File: src/rtl/popcnt_pkg.sv
package popcnt_pkg;

    typedef enum logic [1:0] {
        CNT_TABLE_ADD  = 2'd0,
        CNT_TABLE_TREE = 2'd1,
        CNT_SHIFT_MASK = 2'd2
    } cnt_mode_e;

    typedef enum logic {
        WR_IDLE = 1'b0,
        WR_RESP = 1'b1
    } wr_state_e;

    typedef enum logic {
        RD_IDLE = 1'b0,
        RD_DATA = 1'b1
    } rd_state_e;

    localparam int OFF_TOTAL = 'h0;
    localparam int OFF_CTRL  = 'h4;
    localparam int OFF_WORDS = 'h8;

    localparam logic [1:0] RESP_OKAY = 2'b00;

endpackage

File: src/rtl/popcnt_word.sv
module popcnt_word
    import popcnt_pkg::*;
#(
    parameter int        DATA_W  = 32,
    parameter int        SLICE_W = 8,
    parameter cnt_mode_e MODE    = CNT_TABLE_TREE,
    localparam int       CNT_W   = $clog2(DATA_W + 1)
) (
    input  logic [DATA_W-1:0] word,
    output logic [CNT_W-1:0]  ones
);

    localparam int N_SLICE  = DATA_W / SLICE_W;
    localparam int SL_CNT_W = $clog2(SLICE_W + 1);
    localparam int N_PAIR   = N_SLICE / 2;
    localparam int PAIR_W   = $clog2(2 * SLICE_W + 1);
    localparam int LEVELS   = $clog2(DATA_W);

    function automatic logic [SL_CNT_W-1:0] slice_ones(input logic [SLICE_W-1:0] v);
        logic [SL_CNT_W-1:0] n;
        n = '0;
        for (int i = 0; i < SLICE_W; i++) n = n + SL_CNT_W'(v[i]);
        return n;
    endfunction

    function automatic logic [PAIR_W-1:0] pair_table(input logic [2*SL_CNT_W-1:0] v);
        return PAIR_W'(v[SL_CNT_W-1:0]) + PAIR_W'(v[2*SL_CNT_W-1:SL_CNT_W]);
    endfunction

    function automatic logic [DATA_W-1:0] lane_mask(input int span);
        logic [DATA_W-1:0] m;
        for (int i = 0; i < DATA_W; i++) m[i] = ((i % (2 * span)) < span);
        return m;
    endfunction

    generate
        if (MODE == CNT_SHIFT_MASK) begin : g_fold
            logic [DATA_W-1:0] lvl [LEVELS+1];
            logic              unused_fold;
            assign lvl[0] = word;
            for (genvar l = 0; l < LEVELS; l++) begin : g_lvl
                localparam int SPAN = 1 << l;
                localparam logic [DATA_W-1:0] MASK = lane_mask(SPAN);
                assign lvl[l+1] = (lvl[l] & MASK) + ((lvl[l] >> SPAN) & MASK);
            end
            assign ones        = lvl[LEVELS][CNT_W-1:0];
            assign unused_fold = ^lvl[LEVELS][DATA_W-1:CNT_W];
        end else begin : g_tables
            logic [SL_CNT_W-1:0] slice_cnt [N_SLICE];
            for (genvar g = 0; g < N_SLICE; g++) begin : g_slice
                assign slice_cnt[g] = slice_ones(word[g*SLICE_W +: SLICE_W]);
            end
            if (MODE == CNT_TABLE_TREE) begin : g_tree
                logic [PAIR_W-1:0] pair_cnt [N_PAIR];
                for (genvar p = 0; p < N_PAIR; p++) begin : g_pair
                    assign pair_cnt[p] = pair_table({slice_cnt[2*p+1], slice_cnt[2*p]});
                end
                always_comb begin
                    ones = '0;
                    for (int p = 0; p < N_PAIR; p++) ones = ones + CNT_W'(pair_cnt[p]);
                end
            end else begin : g_adders
                always_comb begin
                    ones = '0;
                    for (int g = 0; g < N_SLICE; g++) ones = ones + CNT_W'(slice_cnt[g]);
                end
            end
        end
    endgenerate

endmodule

File: src/rtl/popcnt_accum.sv
module popcnt_accum #(
    parameter int ACC_W = 32,
    parameter int CNT_W = 6
) (
    input  logic             clk,
    input  logic             rst_n,
    input  logic             in_valid,
    input  logic [CNT_W-1:0] in_cnt,
    input  logic             clear,
    output logic             stage_valid,
    output logic [CNT_W-1:0] stage_cnt,
    output logic [ACC_W-1:0] total,
    output logic [ACC_W-1:0] words
);

    always_ff @(posedge clk or negedge rst_n) begin
        if (!rst_n) begin
            stage_valid <= 1'b0;
            stage_cnt   <= '0;
            total       <= '0;
            words       <= '0;
        end else if (clear) begin
            stage_valid <= 1'b0;
            stage_cnt   <= '0;
            total       <= '0;
            words       <= '0;
        end else begin
            stage_valid <= in_valid;
            stage_cnt   <= in_cnt;
            if (stage_valid) begin
                total <= total + ACC_W'(stage_cnt);
                words <= words + 1'b1;
            end
        end
    end

endmodule

File: src/rtl/popcnt_lite_regs.sv
module popcnt_lite_regs
    import popcnt_pkg::*;
#(
    parameter int ADDR_W = 4,
    parameter int LITE_W = 32,
    parameter int ACC_W  = 32
) (
    input  logic                clk,
    input  logic                rst_n,
    input  logic [ADDR_W-1:0]   awaddr,
    input  logic                awvalid,
    output logic                awready,
    input  logic [LITE_W-1:0]   wdata,
    input  logic [LITE_W/8-1:0] wstrb,
    input  logic                wvalid,
    output logic                wready,
    output logic [1:0]          bresp,
    output logic                bvalid,
    input  logic                bready,
    input  logic [ADDR_W-1:0]   araddr,
    input  logic                arvalid,
    output logic                arready,
    output logic [LITE_W-1:0]   rdata,
    output logic [1:0]          rresp,
    output logic                rvalid,
    input  logic                rready,
    input  logic [ACC_W-1:0]    total,
    input  logic [ACC_W-1:0]    words,
    output logic                clear
);

    wr_state_e           wr_q, wr_d;
    rd_state_e           rd_q, rd_d;
    logic [LITE_W-1:0]   read_mux;
    logic [LITE_W-1:0]   rdata_q;
    logic                unused_bits;

    // State registers
    always_ff @(posedge clk or negedge rst_n) begin
        if (!rst_n) begin
            wr_q <= WR_IDLE;
            rd_q <= RD_IDLE;
        end else begin
            wr_q <= wr_d;
            rd_q <= rd_d;
        end
    end

    // Transitions
    always_comb begin
        wr_d = wr_q;
        unique case (wr_q)
            WR_IDLE: if (awvalid && wvalid) wr_d = WR_RESP;
            WR_RESP: if (bready)            wr_d = WR_IDLE;
        endcase
        rd_d = rd_q;
        unique case (rd_q)
            RD_IDLE: if (arvalid) rd_d = RD_DATA;
            RD_DATA: if (rready)  rd_d = RD_IDLE;
        endcase
    end

    // Outputs
    always_comb begin
        awready = 1'b0;
        wready  = 1'b0;
        bvalid  = 1'b0;
        arready = 1'b0;
        rvalid  = 1'b0;
        unique case (wr_q)
            WR_IDLE: begin
                awready = awvalid && wvalid;
                wready  = awvalid && wvalid;
            end
            WR_RESP: bvalid = 1'b1;
        endcase
        unique case (rd_q)
            RD_IDLE: arready = 1'b1;
            RD_DATA: rvalid  = 1'b1;
        endcase
        bresp = RESP_OKAY;
        rresp = RESP_OKAY;
        clear = awready && (awaddr == ADDR_W'(OFF_CTRL)) && wdata[0] && wstrb[0];
        rdata = rdata_q;
    end

    always_comb begin
        if (araddr == ADDR_W'(OFF_TOTAL))      read_mux = LITE_W'(total);
        else if (araddr == ADDR_W'(OFF_WORDS)) read_mux = LITE_W'(words);
        else                                   read_mux = '0;
    end

    always_ff @(posedge clk or negedge rst_n) begin
        if (!rst_n)                         rdata_q <= '0;
        else if (rd_q == RD_IDLE && arvalid) rdata_q <= read_mux;
    end

    assign unused_bits = ^{wdata[LITE_W-1:1], wstrb[LITE_W/8-1:1]};

endmodule

File: src/rtl/popcnt_stream_acc.sv
module popcnt_stream_acc
    import popcnt_pkg::*;
#(
    parameter int        DATA_W  = 32,
    parameter int        SLICE_W = 8,
    parameter int        ACC_W   = 32,
    parameter int        ADDR_W  = 4,
    parameter int        LITE_W  = 32,
    parameter cnt_mode_e MODE    = CNT_TABLE_TREE
) (
    input  logic                clk,
    input  logic                rst_n,
    input  logic                s_tvalid,
    output logic                s_tready,
    input  logic [DATA_W-1:0]   s_tdata,
    input  logic [ADDR_W-1:0]   csr_awaddr,
    input  logic                csr_awvalid,
    output logic                csr_awready,
    input  logic [LITE_W-1:0]   csr_wdata,
    input  logic [LITE_W/8-1:0] csr_wstrb,
    input  logic                csr_wvalid,
    output logic                csr_wready,
    output logic [1:0]          csr_bresp,
    output logic                csr_bvalid,
    input  logic                csr_bready,
    input  logic [ADDR_W-1:0]   csr_araddr,
    input  logic                csr_arvalid,
    output logic                csr_arready,
    output logic [LITE_W-1:0]   csr_rdata,
    output logic [1:0]          csr_rresp,
    output logic                csr_rvalid,
    input  logic                csr_rready
);

    localparam int CNT_W = $clog2(DATA_W + 1);

    logic             clear;
    logic             accept;
    logic [CNT_W-1:0] word_ones;
    logic             stage_valid;
    logic [CNT_W-1:0] stage_cnt;
    logic [ACC_W-1:0] total_q;
    logic [ACC_W-1:0] words_q;

    assign s_tready = !clear;
    assign accept   = s_tvalid && s_tready;

    popcnt_word #(
        .DATA_W  (DATA_W),
        .SLICE_W (SLICE_W),
        .MODE    (MODE)
    ) u_word (
        .word (s_tdata),
        .ones (word_ones)
    );

    popcnt_accum #(
        .ACC_W (ACC_W),
        .CNT_W (CNT_W)
    ) u_accum (
        .clk         (clk),
        .rst_n       (rst_n),
        .in_valid    (accept),
        .in_cnt      (word_ones),
        .clear       (clear),
        .stage_valid (stage_valid),
        .stage_cnt   (stage_cnt),
        .total       (total_q),
        .words       (words_q)
    );

    popcnt_lite_regs #(
        .ADDR_W (ADDR_W),
        .LITE_W (LITE_W),
        .ACC_W  (ACC_W)
    ) u_regs (
        .clk     (clk),
        .rst_n   (rst_n),
        .awaddr  (csr_awaddr),
        .awvalid (csr_awvalid),
        .awready (csr_awready),
        .wdata   (csr_wdata),
        .wstrb   (csr_wstrb),
        .wvalid  (csr_wvalid),
        .wready  (csr_wready),
        .bresp   (csr_bresp),
        .bvalid  (csr_bvalid),
        .bready  (csr_bready),
        .araddr  (csr_araddr),
        .arvalid (csr_arvalid),
        .arready (csr_arready),
        .rdata   (csr_rdata),
        .rresp   (csr_rresp),
        .rvalid  (csr_rvalid),
        .rready  (csr_rready),
        .total   (total_q),
        .words   (words_q),
        .clear   (clear)
    );

endmodule

File: config.mk
export PLATFORM = sky130hd
export DESIGN_NAME = popcnt_stream_acc
export DESIGN_NICKNAME = d
export VERILOG_FILES = /design/src/rtl/popcnt_pkg.sv /design/src/rtl/popcnt_word.sv /design/src/rtl/popcnt_accum.sv /design/src/rtl/popcnt_lite_regs.sv /design/src/rtl/popcnt_stream_acc.sv
export SDC_FILE = /design/constraint.sdc
export NUM_CORES = 1
export LEC_CHECK = 0
export ABC_CLOCK_PERIOD_IN_PS = 3300
export BUFFER_PORTS_ARGS = -buffer_cell sky130_fd_sc_hd__buf_2
export CAP_MARGIN = 0
export CORE_ASPECT_RATIO = 1.25
export CORE_UTILIZATION = 41
export CTS_CLUSTER_DIAMETER = 150
export DETAILED_ROUTE_END_ITERATION = 6
export PLACE_DENSITY_LB_ADDON = 0.25
export SYNTH_ARGS = -nofsm -noshare
export SYNTH_HDL_FRONTEND = slang
export SYNTH_SLANG_ARGS = --single-unit
File: constraint.sdc
create_clock -name clk -period 3.3 [get_ports clk]
set_input_delay 0.33 -clock clk [delete_from_list [all_inputs] [get_ports clk]]
set_output_delay 0.33 -clock clk [all_outputs]
set_load 0.02 [all_outputs]
==> reports/metrics.cfg <==
[floorplanning]
rows = 49
dieWidth_um = 111
core_area_mm2 = 0.0145
fp.dieH_um = 138
dieArea_mm2 = 0.0154
start_util_pct = 42.1
ioPinCount = 126

[synthesis]
netlist.area_leader.share_pct = 43.1
synth_top_cell_by_area = dfrtp_1
syn_inst = 636
yosys_register_bits = 105
synth_edf_count = 0
ys_top_cells_by_area = dfrtp_1 43%, fa_1 8.2%, xor2_1 5.0%
synth_async_sr_flop_share_pct = 100
yosysWarnings = 0
synth_area_per_cell_um2 = 9.58
syn-cell-area_mm2 = 0.00610
seq_area_frac_synth_pct = 43.1
synth_ff_type = dfrtp_1
ys_types = 40

[global_route]
grt_antenna_before_repair = 0
gr-total-overflow = 0
grt_max_degree = 71
track_usage_pct = 18.4
grt_pass1_vias = 4729
grt_pass1_wl_um = 22700

[cts]
hold_buffers = 0
cts_made_buffers = 9
clk-insertion-delay-late_ns = 0.35
path_clk_slew_ns = 0.07
clockRootBuffer = clkbuf_16
clk_path_buf_depth = 2
htreeDepth = 3
cts_tree = built
clkSinkCount = 105

[timing]
fmax_mhz = 232
maxSlewViolCount = 0
tns_ns = -4.20
fin_skew_ns = 0.00619
hold_viol = 0
finalCriticalPeriod_ns = 4.30
setup_viol = 5
hold_slack_ns = 0.0684
rsz0062_at_grt = yes
layout_setup_ws_ns = -1.00
max_slew_margin_pct = 22.9
finalCritPeriodShare_pct = 130
worst_slew_pin_slew_ns = 1.15

[placement]
hpwl_um = 9470
pre_cts_ws_ns = -1.49
portBuffers = 87
place.gp.congestion = 0.795

[critical_path]
path_max_fanout = 2
worst_setup_path_end_kind = flop
critical_path_arrival_ns = 4.50
crit_required_ns = 3.50
reg2reg_depth = 5
ff2ff_setup_slack_ns = 0.74
rr_startpoint = u_accum.words[5]
path_class = in2reg
worstReg2RegEnd = u_accum.words[31]
cp-start-kind = input port

[finish]
fillCellCount = 1358
post-route-util_pct = 50.0
drive_gt1_share_pct = 20.0
register_area_mm2 = 0.00263
layout_common_cells = 105 x dfrtp_1, 80 x buf_2, 68 x nor2_1
finalNetCount = 848
layout_commonest_cell = dfrtp_1
diodes = 0
syn_to_final_growth_pct = 18.6
multi_input_area_mm2 = 0.00322

[flow_run]
max_cap_violations = 0

[power_and_ir_drop]
powerDensity_mw_per_mm2 = 813
finalPower_mw = 5.88
leakagePower_nw = 3.26
ir_drop_uv = 360

[drt]
wl_per_cell_um = 14.7
via_count = 4673
drc = 12
drt_iter0_markers = 308
routed_via_density = 5.20
drt_wl_total_um = 13200
drtPass1Iterations = 7
drtAntennaViolNets = 0

[hold_path]
hp-class = in2async

[run_status]
failed_checks = design-rule violations, negative setup slack
status = complete, but fails checks

[through the flow]
stage,std cells,area (µm²)
global route,898,7230
floorplan,639,6160
CTS,898,7230
finish,898,7230
global placement,880,6770
detailed placement,880,6770
[where the power goes]
part / leakage [nW] / total, mW / switching [mW] / internal (mW)
Clock: 0.166 / 1.23 / 0.467 / 0.761
Combinational: 1.82 / 2.56 / 1.37 / 1.19
Sequential: 1.27 / 2.09 / 0.415 / 1.67
Total: 3.26 / 5.88 / 2.26 / 3.62
[registers in the layout, indices dropped and copies added, names as in the netlist]
signal               flops
u_accum.words           32
u_regs.wr_q              1
u_accum.total           32
u_accum.stage_valid      1
u_regs.rdata            32
u_accum.stage_cnt        6
u_regs.rd_q              1
[cells in the mapped netlist (9+ instances only)]
master    count
clkbuf_1     28
nor2b_1       9
ha_1         24
nand4_1      16
nor4_1       11
fa_1         25
xnor2_1      26
inv_1        63
nor3_1       11
xor2_1       35
nand2_1      52
a22oi_1      32
a21oi_1      12
nand3_1      20
dfrtp_1     105
o21ai_0      42
nor2_1       68
[cell families after synthesis]
family	share of synthesized area (%)
muxes	0.985
adders and majority gates	13.1
xor gates and xnor gates	8.76
AOI/OAI and AO/OA	10.6
DFF	43.1
other	0.0615
buffers and inverters	6.36
and+or+nand+nor	17.0
[final cells by class]
type | count | share of cell area (%)
Clock buffer | 11 | 3.36
Multi-Input combinational cell | 436 | 44.5
Tap cell | 178 | 3.08
Sequential cell | 105 | 36.3
Inverter | 63 | 3.27
Clock inverter | 5 | 1.42
Timing Repair Buffer | 100 | 7.98
[worst max path at each step]
stage	start	end	slack, ns	depth (start not counted)
finish	s_tdata[17]	u_accum.stage_cnt[5]	-1.00	17
detailed placement	s_tdata[25]	u_accum.stage_cnt[5]	-1.49	17
global placement	s_tdata[25]	u_accum.stage_cnt[5]	-1.37	17
CTS	s_tdata[17]	u_accum.stage_cnt[5]	-1.01	17
floorplan	s_tdata[25]	u_accum.stage_cnt[5]	-1.16	16
global route	s_tdata[17]	u_accum.stage_cnt[5]	-1.16	17
[routing by layer]
metal / wire (µm) / track usage (%) / vias to the layer above
met5: 0 / 0 / -
met4: 241 / 6.83 / 0
met3: 473 / 2.94 / 17
met2: 6840 / 32.5 / 114
met1: 5620 / 22.6 / 2260
li1: - / - / 2282
[critical path, cell delays in order]
cell     delay (ns)
buf_6          0.10
ha_4           0.25
inv_2          0.03
fa_1           0.49
fa_1           0.44
fa_2           0.37
fa_1           0.49
inv_1          0.05
fa_1           0.52
inv_1          0.05
fa_1           0.49
inv_2          0.05
ha_4           0.15
fa_2           0.35
a21o_1         0.18
a21oi_2        0.11
nor2_1         0.05
[repair_timing]
| item | in CTS | in global routing |
|---|---|---|
| gates resized for setup | 15 | 0 |
| endpoints found under the setup margin | 5 | 5 |
| setup buffers | 2 | 0 |
| endpoints found under the hold margin | 0 | 0 |
| gates cloned | 0 | 0 |
| pin swaps | 5 | 0 |
(Power assumes the default switching activity.)
